**config.mk**
```make
export PLATFORM = sky130hd
export DESIGN_NAME = txn_clkgate_ctrl
export DESIGN_NICKNAME = d
export VERILOG_FILES = /design/src/rtl/txn_cg_pkg.sv /design/src/rtl/txn_hint_regs.sv /design/src/rtl/txn_gate_cell.sv /design/src/rtl/txn_readback.sv /design/src/rtl/txn_clkgate_ctrl.sv
export SDC_FILE = /design/constraint.sdc
export NUM_CORES = 1
export LEC_CHECK = 0
export BUFFER_PORTS_ARGS = -buffer_cell sky130_fd_sc_hd__clkbuf_2
export CORE_AREA = 2 2 39 41
export DETAILED_ROUTE_END_ITERATION = 6
export DIE_AREA = 0 0 41 43
export PLACE_DENSITY = 0.69
export SLEW_MARGIN = 20
export SYNTH_ARGS = -nofsm -noshare
export SYNTH_HDL_FRONTEND = slang
export SYNTH_SLANG_ARGS = --single-unit
```
**constraint.sdc**
```tcl
create_clock -name clk_i -period 1.2 [get_ports clk_i]
set_input_delay 0.18 -clock clk_i [delete_from_list [all_inputs] [get_ports clk_i]]
set_output_delay 0.18 -clock clk_i [all_outputs]
set_load 0.03 [all_outputs]
```
**src/rtl/txn_cg_pkg.sv**
```systemverilog
package txn_cg_pkg;
  typedef enum logic {
    SEL_HINT   = 1'b0,
    SEL_STATUS = 1'b1
  } reg_sel_e;
endpackage

```
**src/rtl/txn_hint_regs.sv**
```systemverilog
module txn_hint_regs #(
  parameter int N = 5
) (
  input  logic         clk_i,
  input  logic         rst_ni,
  input  logic         wr_en_i,
  input  logic         wr_addr_i,
  input  logic [N-1:0] wr_data_i,
  output logic [N-1:0] hint_o
);
  localparam logic [N-1:0] HintReset = {N{1'b1}};

  logic hint_we;
  assign hint_we = wr_en_i && (wr_addr_i == txn_cg_pkg::SEL_HINT);

  always_ff @(posedge clk_i or negedge rst_ni) begin
    if (!rst_ni) hint_o <= HintReset;
    else if (hint_we) hint_o <= wr_data_i;
  end
endmodule

```
**src/rtl/txn_gate_cell.sv**
```systemverilog
module txn_gate_cell (
  input  logic clk_i,
  input  logic rst_ni,
  input  logic root_en_i,
  input  logic hint_i,
  input  logic idle_i,
  output logic gate_en_o
);
  logic gate_d;

  always_comb begin
    if (!root_en_i) gate_d = 1'b0;
    else if (hint_i) gate_d = 1'b1;
    else if (idle_i) gate_d = 1'b0;
    else gate_d = gate_en_o;
  end

  always_ff @(posedge clk_i or negedge rst_ni) begin
    if (!rst_ni) gate_en_o <= 1'b1;
    else gate_en_o <= gate_d;
  end
endmodule

```
**src/rtl/txn_readback.sv**
```systemverilog
module txn_readback #(
  parameter int N = 5
) (
  input  logic         rd_addr_i,
  input  logic [N-1:0] hint_i,
  input  logic [N-1:0] status_i,
  output logic [N-1:0] rd_data_o
);
  always_comb begin
    unique case (rd_addr_i)
      txn_cg_pkg::SEL_HINT:   rd_data_o = hint_i;
      txn_cg_pkg::SEL_STATUS: rd_data_o = status_i;
      default:                rd_data_o = '0;
    endcase
  end
endmodule

```
**src/rtl/txn_clkgate_ctrl.sv**
```systemverilog
module txn_clkgate_ctrl #(
  parameter int NUM_CLK = 5
) (
  input  logic               clk_i,
  input  logic               rst_ni,
  input  logic               wr_en_i,
  input  logic               wr_addr_i,
  input  logic [NUM_CLK-1:0] wr_data_i,
  input  logic               rd_addr_i,
  output logic [NUM_CLK-1:0] rd_data_o,
  input  logic [NUM_CLK-1:0] idle_i,
  input  logic               root_en_i,
  output logic [NUM_CLK-1:0] gate_en_o
);
  logic [NUM_CLK-1:0] hint_q;

  txn_hint_regs #(.N(NUM_CLK)) u_hints (
    .clk_i     (clk_i),
    .rst_ni    (rst_ni),
    .wr_en_i   (wr_en_i),
    .wr_addr_i (wr_addr_i),
    .wr_data_i (wr_data_i),
    .hint_o    (hint_q)
  );

  for (genvar g = 0; g < NUM_CLK; g++) begin : g_gate
    txn_gate_cell u_cell (
      .clk_i     (clk_i),
      .rst_ni    (rst_ni),
      .root_en_i (root_en_i),
      .hint_i    (hint_q[g]),
      .idle_i    (idle_i[g]),
      .gate_en_o (gate_en_o[g])
    );
  end

  txn_readback #(.N(NUM_CLK)) u_rd (
    .rd_addr_i (rd_addr_i),
    .hint_i    (hint_q),
    .status_i  (gate_en_o),
    .rd_data_o (rd_data_o)
  );
endmodule

```
==> implementation parameters, run 1 <==
Parameter                              Value

Run status
  Run status    finished, violations left
  Violations in the final reports    negative setup slack

Die
  Initial standard-cell utilization of the core    35.8%
  Core area    1380 um2
  Ports placed on the boundary    26
  Cell row count    14
  X dimension of the die    41 um
  Die span in y    43 um
  Die area    1760 um2

Global routing
  Global-route wire length before repair    1550 um
  Total gr overflow    0
  Global routing usage summed across all routing layers    13.8%
  Maximum number of pins on one net before global-route repair    11
  Antenna violations before repair    0
  Via count of the first global-routing pass    376

Clocking
  Number of buffers inserted during clock tree synthesis    3
  Clock Root Buffer    clkbuf_4
  CTS H-Tree Depth    1
  Clock tree from TritonCTS    built
  Worst skew pair latency    250 ps
  Clock slew at reported path FFs    70 ps
  Maximum root-to-sink buffer count    2
  Total number of clock tree sinks    10

Layout
  Commonest cells after routing, fill and taps aside    clkbuf_2 (15), dfstp_2 (10), clkbuf_4 (6)
  Signed area change from the synthesized netlist to the final layout    52.0%
  Fillers    116
  Number of standard cells in the final layout excluding fillers    81
  Antenna cell count    0
  Ratio of cells with drive above 1 in the final layout    84.6%
  Most common cell after layout, fill and taps aside    clkbuf_2
  Final net count    82

Worst setup path
  Startpoint-to-endpoint class of the critical path    flip-flop to output port
  CP Launch Type    flip-flop
  Worst reg2reg setup slack    330 ps
  Worst Path Max Fanout    3
  Setup crit end kind    output port
  Worst path required time    1020 ps
  Reg2Reg Launch Point    g_gate[2].u_cell.gate_en_o$_DFFE_PN1P_
  Worst R2R Path Depth    2
  RR Endpoint    g_gate[2].u_cell.gate_en_o$_DFFE_PN1P_
  Arrival @ worst endpoint    1080 ps

Pwr
  Leakage dissipation    0.363 nW
  Peak supply drop    887 uV
  Power density over the cells    1490 nW/um2

Worst hold path
  Hold crit path type    primary input to async pin

Placed design
  Number of cells after detailed placement    72
  Global placer's final weighted congestion    0.630
  Port bufs    25

Drt
  Average wire per standard cell    12.3 um
  Post-route ant nets    0
  DRC viols    0
  Vias per std cell    4.53
  Iteration-0 DRC count of the detailed router    0
  Overall via count from detail_route    367
  Final WL    994 um
  Number of detailed-route iterations in the first pass    1

Yosys
  Post-synthesis average cell area    13.8 um2
  Post-synthesis sequential element count    10
  Gate Count Post-Synth    36
  Count of warnings emitted by yosys    0
  Synthesized Nets    52
  Post-synthesis sequential area ratio    53.0%
  Area of the mapped netlist    495 um2
  Number of distinct library cells after synthesis    6

STA
  RSZ-0062 raised after global routing    true
  Final slew viol count    0
  Smallest hold slack    0.742 ps
  Post-route minimum period    1260 ps
  Worst setup margin    -56.4 ps
  Clock skew    0.276 ps
  Worst-case headroom to the max-slew limit    83.9%
  Actual transition at the worst max-transition pin    241 ps
  Final Hold Viols    0
  Final setup violation count    5
  Period Utilization, post-route    105%
  Fmax achieved    0.796 GHz

Job
  Max-cap check violation count    0
-- timing repair --
item / in CTS / in global routing
resized for setup: 15 / 13
setup endpoints to repair: 5 / 10
setup buffers: 4 / 1
hold buffers: 0 / 0
-- per-layer routing --
layer / vias up / GRT usage, % / routed length [um]
li1: 178 / - / -
met1: 171 / 16.2 / 412
met2: 16 / 20.9 / 507
met3: 2 / 6.28 / 64
met4: 0 / 6.00 / 10
met5: - / 0 / 0
-- critical path: stages (launching register included) --
cell	delay, ps
dfstp_2	550
mux2_4	150
buf_8	110
-- flip-flops by register name, indices dropped and copies added, names as in the netlist --
register	count
u_hints.hint_o	5
g_gate.u_cell.gate_en_o	5
-- cells in the mapped netlist, drive strengths merged --
cell type,count,area (um2)
mux2,10,113
dfstp,10,263
nor2b,6,45.0
buf,5,37.5
o21a,5,37.5
-- where the power goes --
part,switching (W),internal (W)
clock,0.000112,0.000184
sequential,0.0000265,0.000413
combinational,0.000177,0.000211
-- worst max-delay path by stage --
stage / startpoint / endpoint / slack (ps) / cells past startpoint
after floorplan: u_hints.hint_o[0]$_DFFE_PN1P_ / rd_data_o[0] / 270 / 1
after global placement: rd_addr_i / rd_data_o[0] / 150 / 3
after detailed placement: rd_addr_i / rd_data_o[0] / 150 / 3
after CTS: g_gate[0].u_cell.gate_en_o$_DFFE_PN1P_ / rd_data_o[0] / -80 / 2
after global routing: g_gate[0].u_cell.gate_en_o$_DFFE_PN1P_ / rd_data_o[0] / -90 / 2
final: g_gate[2].u_cell.gate_en_o$_DFFE_PN1P_ / rd_data_o[2] / -60 / 2
-- metrics by stage --
stage,setup WS (ps),instance area (um2),power [W],util (%),TNS [ps]
2_1_floorplan,270,495,0.000647,-,0
3_3_place_gp,147,603,0.000709,43.6,0
3_5_place_dp,147,603,0.000712,43.6,0
4_1_cts,-83.6,732,0.00110,52.9,-390
5_1_grt,-86.1,753,0.00118,54.4,-398
6_report,-56.4,753,0.00112,54.4,-218
-- cell families (layout without fill, tap and decap cells) --
kind of cell / count (synthesis) / count (layout) / share of synthesized area, %
flops: 10 / 10 / 53.0
buf+inv: 5 / 34 / 7.58
simple gates: 6 / 6 / 9.09
mux: 10 / 10 / 22.7
compound gates: 5 / 5 / 7.58
-- area by class of cell --
| type | count | area (um2) | share of cell area [%] |
|---|---|---|---|
| clock buffers | 4 | 36.3 | 4.82 |
| multi-input cells | 21 | 214 | 28.4 |
| flip-flops and latches | 10 | 263 | 34.9 |
| well taps | 16 | 20.0 | 2.66 |
| repair buffers | 30 | 220 | 29.2 |
No activity file was read; power rests on OpenSTA's default activity.
==> inputs of run 2 (changes only) <==
Settings changed: REMOVE_ABC_BUFFERS from default to 1.
==> implementation parameters, run 2 (synthesis results as in run 1) <==
Parameter                              Value

Run status
  Run status    finished, violations left
  Violations in the final reports    negative hold slack, negative setup slack

Worst setup path
  Reg2Reg Launch Point    g_gate[0].u_cell.gate_en_o$_DFFE_PN1P_
  Worst path required time    1020 ps
  Worst R2R Path Depth    2
  Setup crit end kind    output port
  Startpoint-to-endpoint class of the critical path    flip-flop to output port
  Worst Path Max Fanout    3
  Worst reg2reg setup slack    350 ps
  RR Endpoint    g_gate[0].u_cell.gate_en_o$_DFFE_PN1P_
  Arrival @ worst endpoint    1080 ps
  CP Launch Type    flip-flop

Pwr
  Leakage dissipation    0.349 nW
  Peak supply drop    717 uV
  Power density over the cells    1520 nW/um2

Placed design
  Area post-placement    603 um2
  Number of cells after detailed placement    72
  Port bufs    25
  Global placer's final weighted congestion    0.691
  Worst slack at placement    156 ps

STA
  Worst setup margin    -60.8 ps
  Final Hold Viols    7
  Worst-case headroom to the max-slew limit    84.1%
  Post-route minimum period    1260 ps
  Final slew viol count    0
  Period Utilization, post-route    105%
  Actual transition at the worst max-transition pin    238 ps
  Fmax achieved    0.793 GHz
  Final setup violation count    5
  RSZ-0062 raised after global routing    true
  Smallest hold slack    -2.67 ps
  Clock skew    0.159 ps

Global routing
  Met1 capacity usage during global routing    13.1%
  Antenna violations before repair    0
  Maximum number of pins on one net before global-route repair    11
  GR Layer Usage met3    3.14%
  Global-route wire length before repair    1460 um
  Global routing usage summed across all routing layers    12.8%
  Highest-utilization routing layer at the global route stage    met2
  Total gr overflow    0
  Via count of the first global-routing pass    379
  M2 GR Usage    20.6%

Layout
  Fillers    129
  Final core utilization    52.4%
  Signed area change from the synthesized netlist to the final layout    46.5%
  Commonest cells after routing, fill and taps aside    clkbuf_2 (15), dfstp_2 (10)
  Antenna cell count    0
  Area of all placed cells without fillers    726 um2
  Largest regs    g_gate.u_cell.gate_en_o (5), u_hints.hint_o (5)
  Final net count    79
  Number of standard cells in the final layout excluding fillers    78
  Multi-input gate area    214 um2
  Ratio of cells with drive above 1 in the final layout    83.9%
  Sequential standard cell area    263 um2
  Most common cell after layout, fill and taps aside    clkbuf_2

Die
  Die area    1760 um2
  Core area    1380 um2
  X dimension of the die    41 um
  Cell row count    14
  Ports placed on the boundary    26
  Die span in y    43 um
  Initial standard-cell utilization of the core    35.8%

Drt
  Number of detailed-route iterations in the first pass    1
  Post-route ant nets    0
  Iteration-0 DRC count of the detailed router    0
  DRC viols    0
  Final WL    955 um
  Overall via count from detail_route    366
  Average wire per standard cell    12.2 um
  Vias per std cell    4.69

Clocking
  Total number of clock tree sinks    10
  Worst skew pair latency    260 ps
  Maximum root-to-sink buffer count    2
  Post-CTS Hold Fix Bufs    0
  Clock tree from TritonCTS    built
  Clock Root Buffer    clkbuf_4
  Clock slew at reported path FFs    70 ps
  Number of buffers inserted during clock tree synthesis    3
  CTS H-Tree Depth    1

Worst hold path
  Hold crit path type    primary input to async pin

Job
  Max-cap check violation count    0
## run 2: cell type report
class                           count  area share, %
Timing Repair Buffer               27           26.6
Tap cell                           16           2.76
Clock buffer                        4           5.00
Multi-Input combinational cell     21           29.5
Sequential cell                    10           36.2
## run 2: where the power goes
part | switching [W] | internal, W
Combinational | 0.000169 | 0.000190
Sequential | 0.0000288 | 0.000414
Clock | 0.000116 | 0.000184
Total | 0.000314 | 0.000788
## run 2: how the worst max path moves through the flow
stage,to,cells past startpoint,start,slack [ps]
3_5_place_dp,rd_data_o[0],3,rd_addr_i,160
3_3_place_gp,rd_data_o[0],3,rd_addr_i,150
4_1_cts,rd_data_o[0],2,g_gate[0].u_cell.gate_en_o$_DFFE_PN1P_,-90
2_1_floorplan,rd_data_o[0],1,g_gate[0].u_cell.gate_en_o$_DFFE_PN1P_,140
5_1_grt,rd_data_o[0],2,g_gate[0].u_cell.gate_en_o$_DFFE_PN1P_,-90
6_report,rd_data_o[0],2,g_gate[0].u_cell.gate_en_o$_DFFE_PN1P_,-60
## run 2: worst max-delay path: stages (launching register included)
cell and delay, ps:
dfstp_2 550, mux2_4 160, buf_8 110
## run 2: what timing repair did
action                                  CTS  global route
gates cloned                              0             0
setup buffers                             2             0
resized for setup                        15            11
endpoints found under the setup margin    5            10
## run 2: metal layers
metal / vias to the layer above / share of wire [%]
met5: - / 0
met4: 0 / 0.84
met3: 2 / 6.9
met2: 16 / 50
met1: 175 / 42
li1: 173 / -
## run 2: metrics by stage
stage | power, W | hold slack, ps | TNS, ps
after floorplan | 0.000622 | 32.2 | 0
after global placement | 0.000708 | 294 | 0
after detailed placement | 0.000712 | 290 | 0
after CTS | 0.00109 | 2.68 | -392
after global routing | 0.00115 | 18.3 | -412
final | 0.00110 | -2.67 | -241
==> inputs of run 3 (changes only) <==
Settings changed: CTS_CLUSTER_SIZE from default to 14, RECOVER_POWER from default to 25.
==> implementation parameters, run 3 (synthesis results as in run 1) <==
Parameter                              Value

Run status
  Run status    finished, violations left
  Violations in the final reports    negative setup slack

STA
  Final setup violation count    5
  RSZ-0062 raised after global routing    true
  Fmax achieved    0.793 GHz
  Clock skew    0.159 ps
  Worst-case headroom to the max-slew limit    66.6%
  Post-route minimum period    1260 ps
  Final Hold Viols    0
  Final slew viol count    0
  Period Utilization, post-route    105%
  Actual transition at the worst max-transition pin    501 ps
  Smallest hold slack    148 ps
  Worst setup margin    -60.8 ps

Layout
  Ratio of cells with drive above 1 in the final layout    82.3%
  Final core utilization    52.4%
  Signed area change from the synthesized netlist to the final layout    46.2%
  Antenna cell count    0
  Fillers    130
  Most common cell after layout, fill and taps aside    clkbuf_2
  Commonest cells after routing, fill and taps aside    clkbuf_2 (14), dfstp_2 (10)
  Number of standard cells in the final layout excluding fillers    78
  Largest regs    g_gate.u_cell.gate_en_o (5), u_hints.hint_o (5)
  Final net count    79

Pwr
  Power density over the cells    1520 nW/um2
  Leakage dissipation    0.346 nW
  Peak supply drop    717 uV
  Total design power    0.00110 W

Drt
  DRC viols    0
  Iteration-0 DRC count of the detailed router    0
  Top routing layer in use    met4
  Average wire per standard cell    12.2 um
  Routed met3 length    65 um
  Post-route ant nets    0
  Number of detailed-route iterations in the first pass    1
  Overall via count from detail_route    368
  Final WL    953 um
  Length of routed met2 wiring    478 um
  Vias per std cell    4.72
  Met1 Routed Length    400 um

Die
  Cell row count    14
  Die span in y    43 um
  Ports placed on the boundary    26
  Core area    1380 um2
  X dimension of the die    41 um
  Die area    1760 um2
  Initial standard-cell utilization of the core    35.8%

Clocking
  Clock slew at reported path FFs    70 ps
  Total number of clock tree sinks    10
  Clock tree from TritonCTS    built
  Clock Root Buffer    clkbuf_4
  Number of buffers inserted during clock tree synthesis    3
  Maximum root-to-sink buffer count    2
  CTS H-Tree Depth    1
  Worst skew pair latency    260 ps

Global routing
  Via count of the first global-routing pass    379
  Global-route wire length before repair    1460 um
  Global routing usage summed across all routing layers    12.8%
  Maximum number of pins on one net before global-route repair    11
  Antenna violations before repair    0
  Total gr overflow    0

Worst setup path
  Worst Path Max Fanout    3
  Arrival @ worst endpoint    1080 ps
  CP Launch Type    flip-flop
  Setup crit end kind    output port
  Startpoint-to-endpoint class of the critical path    flip-flop to output port
  Worst path required time    1020 ps

Placed design
  Worst slack at placement    156 ps
  Global placer's final weighted congestion    0.691
  Number of cells after detailed placement    72
  Port bufs    25

Worst hold path
  Hold crit path type    primary input to flip-flop

Job
  Max-cap check violation count    0
-- run 3: cell counts in the layout (fill, tap and decap cells not counted) --
No cell type changed its count.
-- run 3: timing repair --
| item | in CTS | in global routing |
|---|---|---|
| buffers inserted | 2 | 0 |
| hold buffers | 0 | 0 |
| resized for setup | 15 | 11 |
| gates cloned | 0 | 0 |
| pin swaps | 0 | 0 |
| setup endpoints to repair | 5 | 10 |
-- run 3: per-layer routing --
| layer | vias to the layer above | GRT usage (%) |
|---|---|---|
| met5 | - | 0 |
| met2 | 16 | 20.6 |
| li1 | 173 | - |
| met1 | 177 | 13.1 |
| met4 | 0 | 10.0 |
| met3 | 2 | 3.14 |
-- run 3: worst paths after layout --
| check | start | endpoint | slack [ps] | cells past startpoint |
|---|---|---|---|---|
| max in group asynchronous | rst_ni | g_gate[2].u_cell.gate_en_o$_DFFE_PN1P_ | 990 | 1 |
| min in group asynchronous | rst_ni | g_gate[0].u_cell.gate_en_o$_DFFE_PN1P_ | 180 | 1 |
| max reg2reg | g_gate[0].u_cell.gate_en_o$_DFFE_PN1P_ | g_gate[0].u_cell.gate_en_o$_DFFE_PN1P_ | 350 | 2 |
| min | wr_data_i[1] | u_hints.hint_o[1]$_DFFE_PN1P_ | 150 | 2 |
| min reg2reg | u_hints.hint_o[3]$_DFFE_PN1P_ | g_gate[3].u_cell.gate_en_o$_DFFE_PN1P_ | 550 | 1 |
| max | g_gate[0].u_cell.gate_en_o$_DFFE_PN1P_ | rd_data_o[0] | -60 | 2 |
-- run 3: worst max-delay path, stage by stage (launching register included) --
cell,delay [ps]
dfstp_2,550
mux2_4,160
buf_8,110
-- run 3: layout make-up --
| class | instances | area, um2 | share of cell area (%) |
|---|---|---|---|
| timing repair buffer | 27 | 191 | 26.4 |
| tap | 16 | 20.0 | 2.76 |
| sequential | 10 | 263 | 36.3 |
| clock buffer | 4 | 36.3 | 5.01 |
| multi-input combinational | 21 | 214 | 29.5 |
-- run 3: where the power goes --
group          internal, W  switching [W]
registers         0.000414      0.0000288
clock network     0.000184       0.000116
logic             0.000190       0.000169
-- run 3: through the flow --
step | area [um2] | setup TNS, ps
final | 724 | -241
after global routing | 724 | -412
after CTS | 717 | -392
after detailed placement | 603 | 0
after global placement | 603 | 0
after floorplan | 458 | 0
